===== config.mk =====
export PLATFORM = sky130hd
export DESIGN_NAME = blink_reverse_ctrl
export DESIGN_NICKNAME = d
export VERILOG_FILES = /design/src/rtl/blink_pkg.sv /design/src/rtl/blink_phase_gen.sv /design/src/rtl/px_attr_mixer.sv /design/src/rtl/blink_reverse_ctrl.sv
export SDC_FILE = /design/constraint.sdc
export NUM_CORES = 1
export LEC_CHECK = 0
export ABC_AREA = 1
export BUFFER_PORTS_ARGS = -buffer_cell sky130_fd_sc_hd__buf_2
export CAP_MARGIN = 30
export CORE_UTILIZATION = 53
export CTS_CLUSTER_SIZE = 10
export DETAILED_ROUTE_END_ITERATION = 7
export PLACE_DENSITY_LB_ADDON = 0.05
export SLEW_MARGIN = 20
export SYNTH_ARGS = -nofsm -noshare
export SYNTH_HDL_FRONTEND = slang
export SYNTH_SLANG_ARGS = --single-unit

===== constraint.sdc =====
create_clock -name clk -period 3.75 [get_ports clk]
set_input_delay 0.375 -clock clk [delete_from_list [all_inputs] [get_ports clk]]
set_output_delay 0.375 -clock clk [all_outputs]
set_load 0.05 [all_outputs]

===== src/rtl/blink_pkg.sv =====
// Shared helpers for the blink/reverse controller.
// Assumes period_sel is a two-bit field; all values are legal.
package blink_pkg;
    // Number of fields in one blink period for a given selector.
    function automatic int period_of(input logic [1:0] sel);
        case (sel)
            2'd0:    period_of = 25;
            2'd1:    period_of = 30;
            2'd2:    period_of = 50;
            default: period_of = 60;
        endcase
    endfunction

    // Number of visible fields at the start of a period (six tenths).
    function automatic int on_of(input logic [1:0] sel);
        on_of = (period_of(sel) * 6) / 10;
    endfunction
endpackage


===== src/rtl/blink_phase_gen.sv =====
// Field counter that produces the blink phase.
// Counts vsync_tick pulses modulo the selected period and reports
// whether the current field lies in the visible part. Assumes
// vsync_tick is a single-cycle pulse and CNT_W can hold 59.
module blink_phase_gen
    import blink_pkg::*;
#(
    parameter int CNT_W = 6
) (
    input  logic       clk,
    input  logic       rst_n,
    input  logic       vsync_tick,
    input  logic [1:0] period_sel,
    output logic       show_o
);
    logic [CNT_W-1:0] cnt_q;
    logic [1:0]       sel_q;
    logic             last_field;

    assign last_field = (int'(cnt_q) == period_of(sel_q) - 1);

    // Track the selector in use and count fields, restarting on a change.
    always_ff @(posedge clk) begin
        if (!rst_n) begin
            cnt_q <= '0;
            sel_q <= 2'd0;
        end else if (period_sel != sel_q) begin
            cnt_q <= '0;
            sel_q <= period_sel;
        end else if (vsync_tick) begin
            cnt_q <= last_field ? '0 : cnt_q + 1'b1;
        end
    end

    // Visible for the first six tenths of the period.
    always_comb show_o = (int'(cnt_q) < on_of(sel_q));

    assert_cnt_range_R1: assert property (@(posedge clk) disable iff (!rst_n)
        int'(cnt_q) < period_of(sel_q));

    assert_period_wrap_R1: assert property (@(posedge clk) disable iff (!rst_n)
        (vsync_tick && last_field && period_sel == sel_q) |=> cnt_q == '0);

    assert_sel_restart_R6: assert property (@(posedge clk) disable iff (!rst_n)
        (period_sel != sel_q) |=> (cnt_q == '0 && sel_q == $past(period_sel)));
endmodule


===== src/rtl/px_attr_mixer.sv =====
// Combinational pixel mixer.
// Applies reserved-code suppression, blink hiding and reverse video
// (in that priority) to one character pixel. Assumes pix_cell covers
// the full cell area for the current character.
module px_attr_mixer #(
    parameter int          CODE_W     = 8,
    parameter logic [7:0]  BLANK_CODE = 8'hFE
) (
    input  logic              show,
    input  logic              blink_en,
    input  logic              reverse_en,
    input  logic              pix_char,
    input  logic              pix_blank,
    input  logic              pix_cell,
    input  logic              attr_blink,
    input  logic              attr_reverse,
    input  logic [CODE_W-1:0] char_code,
    output logic              char_nx,
    output logic              blank_nx
);
    logic is_void;
    logic hide;
    logic rev;

    // Decode the three conditions separately.
    always_comb begin
        is_void = (char_code == CODE_W'(BLANK_CODE));
        hide    = blink_en && attr_blink && !show;
        rev     = reverse_en && attr_reverse;
    end

    // Select the output pair by priority.
    always_comb begin
        if (is_void || hide) begin
            char_nx  = 1'b0;
            blank_nx = 1'b0;
        end else if (rev) begin
            char_nx  = pix_cell & ~pix_char;
            blank_nx = pix_cell;
        end else begin
            char_nx  = pix_char;
            blank_nx = pix_blank;
        end
    end
endmodule


===== src/rtl/blink_reverse_ctrl.sv =====
// Top of the character blink and reverse-video gate.
// Combines the field-based blink phase with per-character attributes
// and registers the final character and blanking bits (one clock).
// Assumes synchronous active-low reset and a one-cycle vsync_tick.
module blink_reverse_ctrl
    import blink_pkg::*;
#(
    parameter int         CNT_W      = 6,
    parameter int         CODE_W     = 8,
    parameter logic [7:0] BLANK_CODE = 8'hFE
) (
    input  logic              clk,
    input  logic              rst_n,
    input  logic              vsync_tick,
    input  logic [1:0]        period_sel,
    input  logic              blink_en,
    input  logic              reverse_en,
    input  logic              pix_char,
    input  logic              pix_blank,
    input  logic              pix_cell,
    input  logic              attr_blink,
    input  logic              attr_reverse,
    input  logic [CODE_W-1:0] char_code,
    output logic              char_out,
    output logic              blank_out
);
    logic show;
    logic char_nx;
    logic blank_nx;

    blink_phase_gen #(.CNT_W(CNT_W)) u_phase (
        .clk        (clk),
        .rst_n      (rst_n),
        .vsync_tick (vsync_tick),
        .period_sel (period_sel),
        .show_o     (show)
    );

    px_attr_mixer #(.CODE_W(CODE_W), .BLANK_CODE(BLANK_CODE)) u_mix (
        .show         (show),
        .blink_en     (blink_en),
        .reverse_en   (reverse_en),
        .pix_char     (pix_char),
        .pix_blank    (pix_blank),
        .pix_cell     (pix_cell),
        .attr_blink   (attr_blink),
        .attr_reverse (attr_reverse),
        .char_code    (char_code),
        .char_nx      (char_nx),
        .blank_nx     (blank_nx)
    );

    // Output register stage.
    always_ff @(posedge clk) begin
        if (!rst_n) begin
            char_out  <= 1'b0;
            blank_out <= 1'b0;
        end else begin
            char_out  <= char_nx;
            blank_out <= blank_nx;
        end
    end

    assert_blank_code_R5: assert property (@(posedge clk) disable iff (!rst_n)
        (char_code == CODE_W'(BLANK_CODE)) |=> (!char_out && !blank_out));

    assert_hide_R3: assert property (@(posedge clk) disable iff (!rst_n)
        (blink_en && attr_blink && !show) |=> (!char_out && !blank_out));

    assert_reverse_blank_R4: assert property (@(posedge clk) disable iff (!rst_n)
        (reverse_en && attr_reverse && char_code != CODE_W'(BLANK_CODE)
         && !(blink_en && attr_blink && !show))
        |=> (blank_out == $past(pix_cell)));

    assert_pass_through_R7: assert property (@(posedge clk) disable iff (!rst_n)
        (!(blink_en && attr_blink) && !(reverse_en && attr_reverse)
         && char_code != CODE_W'(BLANK_CODE))
        |=> (char_out == $past(pix_char) && blank_out == $past(pix_blank)));
endmodule


==> results of run 1 <==
-- how the worst max path moves through the flow --
stage,cells past startpoint,startpoint,slack (ns),end
6_report,10,u_phase.sel_q[0]$_SDFFE_PN0P_,2.00,blank_out$_SDFF_PP0_
5_1_grt,11,u_phase.sel_q[0]$_SDFFE_PN0P_,1.77,char_out$_SDFF_PP0_
4_1_cts,10,u_phase.sel_q[0]$_SDFFE_PN0P_,1.99,blank_out$_SDFF_PP0_
3_5_place_dp,10,u_phase.sel_q[0]$_SDFFE_PN0P_,2.00,blank_out$_SDFF_PP0_
3_3_place_gp,11,u_phase.sel_q[0]$_SDFFE_PN0P_,2.06,char_out$_SDFF_PP0_
2_1_floorplan,10,u_phase.sel_q[0]$_SDFFE_PN0P_,2.17,char_out$_SDFF_PP0_
-- layer usage --
metal  GRT usage  share of wire  wire length, µm
met2       0.340           0.46              621
met4       0.155          0.033               44
met1       0.239           0.46              617
met3      0.0511          0.042               56
met5           0              0                0
-- final cells by class --
| cell class | count | area, µm² | area share |
|---|---|---|---|
| multi-input combinational | 76 | 499 | 0.550 |
| sequential | 10 | 200 | 0.220 |
| timing repair buffer | 21 | 105 | 0.116 |
| inverter | 13 | 48.8 | 0.0537 |
| clock buffer | 4 | 36.3 | 0.0399 |
| tap | 15 | 18.8 | 0.0207 |
-- stage by stage --
stage	util	total power [mW]	setup slack [ns]
2_1_floorplan	-	0.141	2.17
3_3_place_gp	0.662	0.156	2.06
3_5_place_dp	0.662	0.157	2.00
4_1_cts	0.689	0.259	1.99
5_1_grt	0.689	0.270	1.77
6_report	0.689	0.254	2.00
-- power by group through the flow --
stage	clock network [mW]	registers [mW]	logic, mW
final	0.100	0.112	0.0420
after CTS	0.104	0.112	0.0427
after global routing	0.109	0.112	0.0485
after global placement	0	0.114	0.0414
after detailed placement	0	0.114	0.0426
after floorplan	0	0.119	0.0222
-- flip-flops by register name (all words and copies together), names as in the netlist --
register / flops
blank_out: 1
char_out: 1
u_phase.cnt_q: 6
u_phase.sel_q: 2
-- cell families after synthesis --
family,share of synthesized area
simple gates,0.273
compound gates,0.0381
flops,0.265
xor+xnor,0.104
buf+inv,0.0745
mux,0.0132
fa+ha+maj,0.232
-- cell usage in the layout (no fill, tap or decap), drive strengths merged, types with 2 or more instances in the layout --
master	count
ha	14
buf	21
nand2	23
inv	13
nor3	2
xor2	6
dfxtp	10
nand3	5
xnor2	3
nor2	14
a21oi	3
clkbuf	4
-- worst max-delay path, stage by stage (launching register included) --
cell and delay (ns):
sky130_fd_sc_hd__dfxtp_1 0.44, sky130_fd_sc_hd__inv_1 0.14, sky130_fd_sc_hd__ha_1 0.31, sky130_fd_sc_hd__inv_1 0.04
sky130_fd_sc_hd__ha_1 0.28, sky130_fd_sc_hd__and3_1 0.18, sky130_fd_sc_hd__nand2_1 0.06, sky130_fd_sc_hd__nand2_1 0.04
sky130_fd_sc_hd__nand2_1 0.05, sky130_fd_sc_hd__nand2_1 0.06, sky130_fd_sc_hd__nor2_1 0.08
==> results.rst, run 1 <==
.. list-table::
   :header-rows: 1

   * - Metric
     - Value
   * - Result of the run
     - finished clean
   * - Sequential power share
     - 0.441
   * - NumNets Final
     - between 150 and 200
   * - Number of top-level design ports
     - 22
   * - Unrepaired setup endpoints after global routing
     - false
   * - Share of the synthesized area in the top cell type
     - 0.265
   * - Worst R2R Setup Slack
     - around 2 ns
   * - Setup TNS after final layout
     - 0 ns
   * - Yosys Warn Count
     - 0
   * - Post-CTS clock slew at the launch and capture registers of the worst setup and hold paths
     - 0.07 ns
   * - Worst flop-to-flop path startpoint
     - u_phase.sel_q[0]$_SDFFE_PN0P_
   * - Aggregate global-route resource usage
     - 0.212
   * - Final worst clock skew
     - between 0.001 and 0.0015 ns
   * - Internal power summed over all cells
     - 0.187 mW
   * - Instance area after placement
     - 872 µm²
   * - Beginning of the worst hold path
     - period_sel[1]
   * - Count of antenna-violating nets left after detailed routing
     - 0
   * - Crit. End Element
     - flop
   * - Die X
     - 39.8 µm
   * - Final wirelength
     - 1340 µm
   * - DRC violations left
     - 0
   * - Count of standard-cell rows
     - 13
   * - Area of the placeable core
     - around 1300 µm²
   * - CTS tree
     - done
   * - Number of global-route vias before repair
     - 531
   * - Highest ir drop seen on vdd
     - ~0.00017 V
   * - Number of H-tree levels
     - 1
   * - Layout Area Growth over Synthesis
     - 20.2%
   * - Resized Gates After CTS
     - 0
   * - Inst Count DP
     - 135
   * - Number of max-capacitance violations reported
     - 0
   * - Sort of element at the start of the critical path
     - flop
   * - Drt wl/cell
     - 9.64 µm
   * - Critical path class
     - flop to flop
   * - Relative slew slack
     - 0.822
   * - Number of flops mapped to enable cells by yosys
     - 0
   * - Share of layout cells above drive strength 1
     - 0.234
   * - Most frequent cell after synthesis
     - sky130_fd_sc_hd__nand2_1
   * - DRT iter0 DRCs
     - 7
   * - Gate count of the mapped netlist
     - 100
   * - CP Data Arrival Time
     - 1.97 ns
   * - Average size of a mapped cell
     - between 7 and 8 µm²
   * - Ys async rst share
     - 0
   * - Critical path peak fanout
     - 6
   * - Count of input and output buffers
     - 21
   * - Half-perimeter wire length after placement
     - 1120 µm
   * - Synth Flop Type
     - sky130_fd_sc_hd__dfxtp_1
   * - Net count after synthesis
     - 134
   * - Worst Hold Margin
     - 0.325 ns
   * - Total iterations of the first detailed-routing run
     - 2
   * - Number of hold violations in the final report
     - 0
   * - Maximum number of buffers from clock root to sink
     - 2
   * - Worst-Margin Slew
     - 0.267 ns
   * - Clk_lat worst skew
     - 0.27 ns
   * - Inserted Clock Buffers
     - 3
   * - Largest net degree at the start of global routing
     - 7
   * - # setup viols final
     - 0
   * - Number of clock sinks
     - 10
   * - Placer Congestion
     - 0.826
   * - Sum of overflow across all layers after global routing
     - 0
   * - Antenna Cells
     - 0
   * - Postcts setup bufs
     - 0
   * - Worst Hold Class
     - primary input to flop
   * - Initial core utilization
     - 0.574
   * - Cell variety after synth
     - 20
   * - Fill cell count
     - roughly 120
   * - Part of the Yosys area used for sequential elements
     - 0.265
   * - Endpoint required time on the critical path
     - 3.97 ns
   * - Total Die Area
     - about 1600 µm²
   * - Number of pins with negative max-slew slack in the final report
     - 0
   * - Cell type with the highest aggregate area in the netlist
     - sky130_fd_sc_hd__dfxtp_1
   * - Portion of total power attributed to the clock network
     - 0.394
   * - Non-filler instance count after layout
     - between 100 and 150
   * - Sw Pwr
     - approximately 0.067 mW
   * - Min-Delay Path Depth
     - 3
   * - Worst Hold Endpoint
     - u_phase.sel_q[1]$_SDFFE_PN0P_
   * - Leakage Power
     - a little over 0.5 nW
   * - Pwr/cell area
     - 280 nW/µm²
   * - Count of state elements after synthesis
     - 10
   * - Vias per cell
     - roughly 4.8
   * - Synthesized area
     - between 700 and 800 µm²
   * - Switching power share of the total
     - 0.264
   * - Most instantiated cells after synthesis
     - 22 x sky130_fd_sc_hd__nand2_1, 14 x sky130_fd_sc_hd__ha_1, 13 x sky130_fd_sc_hd__inv_1, 12 x sky130_fd_sc_hd__nor2_1, 10 x sky130_fd_sc_hd__dfxtp_1
   * - Vias after detailed routing
     - about 660
   * - Fin crit share
     - 0.468
   * - Hold-fix buffer count after cts
     - 0
   * - Cell at the root of the clock tree
     - sky130_fd_sc_hd__clkbuf_4
   * - RR Endpoint
     - blank_out$_SDFF_PP0_
   * - Antenna violations before repair
     - 0
   * - Combinational power share
     - 0.165
   * - Largest cells by area after synthesis
     - sky130_fd_sc_hd__dfxtp_1 26%, sky130_fd_sc_hd__ha_1 23%, sky130_fd_sc_hd__nand2_1 11%
   * - Wire length of the first global-routing pass
     - about 2100 µm
   * - Height of the chip
     - 39.8 µm
   * - Worst reg2reg path depth
     - 10
   * - Highest Clock Rate
     - approximately 570 MHz
   * - Post-route minimum period
     - around 1.8 ns
   * - Total non-filler cell area in the finished layout
     - between 900 and 1000 µm²
Power figures use the tool's default switching activity.
==> inputs of run 2 (changes only) <==
- CORE_UTILIZATION: 53 -> 45
- clock period: 3.75 -> 1.4 ns (I/O delays scaled with it)
==> results.rst, run 2 (synthesis results as in run 1) <==
.. list-table::
   :header-rows: 1

   * - Metric
     - Value
   * - Result of the run
     - complete, but fails checks
   * - Pwr/cell area
     - slightly above 600 nW/µm²
   * - Count of input and output buffers
     - 21
   * - Most frequent cells in the layout
     - 21 x sky130_fd_sc_hd__buf_2, 19 x sky130_fd_sc_hd__nand2_1, 11 x sky130_fd_sc_hd__buf_4
   * - Wire length of the first global-routing pass
     - roughly 2600 µm
   * - Number of pins with negative max-slew slack in the final report
     - 0
   * - Sum of overflow across all layers after global routing
     - 0
   * - CP Data Arrival Time
     - 1.68 ns
   * - Max FFs per register
     - 6
   * - Inserted Clock Buffers
     - 3
   * - Crit path cell chain
     - inv_4 > ha_4 > inv_2 > ha_4 > nand2_2 > nand2_2 > a21oi_2 > nand2_1 > nand2_1 > nand2_2 > nor2_1
   * - Cell at the root of the clock tree
     - sky130_fd_sc_hd__clkbuf_4
   * - Register name with the most flops
     - u_phase.cnt_q
   * - Relative slew slack
     - 0.831
   * - Unrepaired setup endpoints after global routing
     - true
   * - Post-CTS clock slew at the launch and capture registers of the worst setup and hold paths
     - around 0.07 ns
   * - Half-perimeter wire length after placement
     - around 1300 µm
   * - Post-route minimum period
     - ~1.5 ns
   * - Inst Count DP
     - 146
   * - Sort of element at the start of the critical path
     - flop
   * - DRT iter0 DRCs
     - 12
   * - DRC violations left
     - 0
   * - Number of buffers and inverters on the critical path
     - 2
   * - Drt wl/cell
     - 10.4 µm
   * - Largest net degree at the start of global routing
     - 7
   * - Post-route worst setup slack
     - -0.0755 ns
   * - Antenna violations before repair
     - 0
   * - Layout Area Growth over Synthesis
     - 42.9%
   * - Endpoint required time on the critical path
     - roughly 1.6 ns
   * - Worst Hold Class
     - primary input to flop
   * - CTS tree
     - done
   * - Aggregate global-route resource usage
     - 0.187
   * - Fill cell count
     - 138
   * - Maximum number of buffers from clock root to sink
     - 2
   * - Setup TNS after final layout
     - -0.300 ns
   * - Number of hold violations in the final report
     - 0
   * - Area of the placeable core
     - 1540 µm²
   * - Number of H-tree levels
     - 1
   * - Count of standard-cell rows
     - 14
   * - Critical Path Slowest Stage Cell
     - sky130_fd_sc_hd__dfxtp_4
   * - Highest Clock Rate
     - 678 MHz
   * - Number of global-route vias before repair
     - 670
   * - Worst-case setup slack after placement
     - -0.141 ns
   * - Violations in the final reports
     - negative setup slack
   * - # setup viols final
     - 7
   * - Registers with the most flip-flops
     - u_phase.cnt_q (6), u_phase.sel_q (2)
   * - Clk_lat worst skew
     - 0.26 ns
   * - Leakage Power
     - ~0.56 nW
   * - Placer Congestion
     - ~0.75
   * - Non-filler instance count after layout
     - 152
   * - Critical path peak fanout
     - 4
   * - Most frequent standard cell in the layout excluding fill and tap cells
     - sky130_fd_sc_hd__buf_2
   * - Height of the chip
     - about 43 µm
   * - Total Die Area
     - 1850 µm²
   * - Utilization after layout
     - 0.700
   * - Fin crit share
     - 1.05
   * - Final worst clock skew
     - between 0.005 and 0.006 ns
   * - Share of layout cells above drive strength 1
     - 0.426
   * - Count of antenna-violating nets left after detailed routing
     - 0
   * - Dominant delay contributor by cell family on the critical path
     - adder cells
   * - NumNets Final
     - ~170
   * - Crit. End Element
     - flop
   * - Vias per cell
     - 4.82
   * - Die X
     - approximately 43 µm
   * - Highest ir drop seen on vdd
     - about 0.00042 V
   * - Final Power
     - ~0.67 mW
   * - Number of clock sinks
     - 10
   * - Total iterations of the first detailed-routing run
     - 4
   * - Number of max-capacitance violations reported
     - 0
   * - Antenna Cells
     - 0
   * - Number of top-level design ports
     - 22
   * - Critical Path Most Common Cell
     - sky130_fd_sc_hd__nand2_2
   * - Final wirelength
     - 1580 µm
   * - Critical path class
     - flop to flop
   * - Vias after detailed routing
     - around 730
   * - Initial core utilization
     - 0.490
   * - Delay contributed by the slowest stage of the critical path
     - around 0.37 ns
   * - Worst-Margin Slew
     - 0.252 ns
## run 2: cell types whose count changed in the layout (fill, tap and decap cells not counted), moves of 3 or more
cell,change
sky130_fd_sc_hd__inv_1,-3
sky130_fd_sc_hd__ha_1,-7
sky130_fd_sc_hd__nand2_1,-3
sky130_fd_sc_hd__buf_4,+11
sky130_fd_sc_hd__ha_4,+4
sky130_fd_sc_hd__nand2_2,+3
sky130_fd_sc_hd__ha_2,+3
## run 2: worst paths after layout
kind                            depth (start not counted)  slack (ns)                            end                          start
worst min register to register                          2        0.61  u_phase.cnt_q[1]$_SDFFE_PP0P_  u_phase.cnt_q[1]$_SDFFE_PP0P_
worst max-delay path                                   11       -0.08            char_out$_SDFF_PP0_  u_phase.sel_q[1]$_SDFFE_PN0P_
worst min-delay path                                    3        0.09  u_phase.sel_q[0]$_SDFFE_PN0P_                  period_sel[0]
worst max register to register                         11       -0.08            char_out$_SDFF_PP0_  u_phase.sel_q[1]$_SDFFE_PN0P_
## run 2: area by class of cell
type                       count  area [µm²]  share of cell area
clock buffer                   4        26.3              0.0243
inverter                      13        53.8              0.0498
multi-input combinational     76         573               0.531
sequential                    10         208               0.192
tap                           16        20.0              0.0185
timing repair buffer          33         199               0.184
## run 2: routing by layer
| layer | global-route usage | routed length, µm | vias to the layer above |
|---|---|---|---|
| met4 | 0.0182 | 0 | 0 |
| met5 | 0 | 0 | - |
| met3 | 0.0638 | 65 | 0 |
| li1 | - | - | 386 |
| met2 | 0.367 | 833 | 18 |
| met1 | 0.194 | 685 | 328 |
## run 2: tightest hold or removal path, stage by stage
cell	delay, ns
sky130_fd_sc_hd__buf_2	0.10
sky130_fd_sc_hd__nand2_1	0.05
sky130_fd_sc_hd__inv_1	0.04
## run 2: power breakdown
part	leakage (nW)	internal, mW	total, mW	switching (mW)
logic	0.460	0.0768	0.157	0.0805
clock network	0.0150	0.110	0.215	0.105
registers	0.0829	0.291	0.298	0.00662
## run 2: what timing repair did
item	in CTS	in global routing
gates resized for setup	6	7
hold buffers	0	0
endpoints found under the setup margin	8	8
pin swaps	14	11
buffers inserted	2	0
## run 2: through the flow
step,hold WS [ns],cell area [µm²]
2_1_floorplan,0.233,793
3_3_place_gp,0.352,986
3_5_place_dp,0.356,986
4_1_cts,0.0800,1050
5_1_grt,0.106,1080
6_report,0.0862,1080
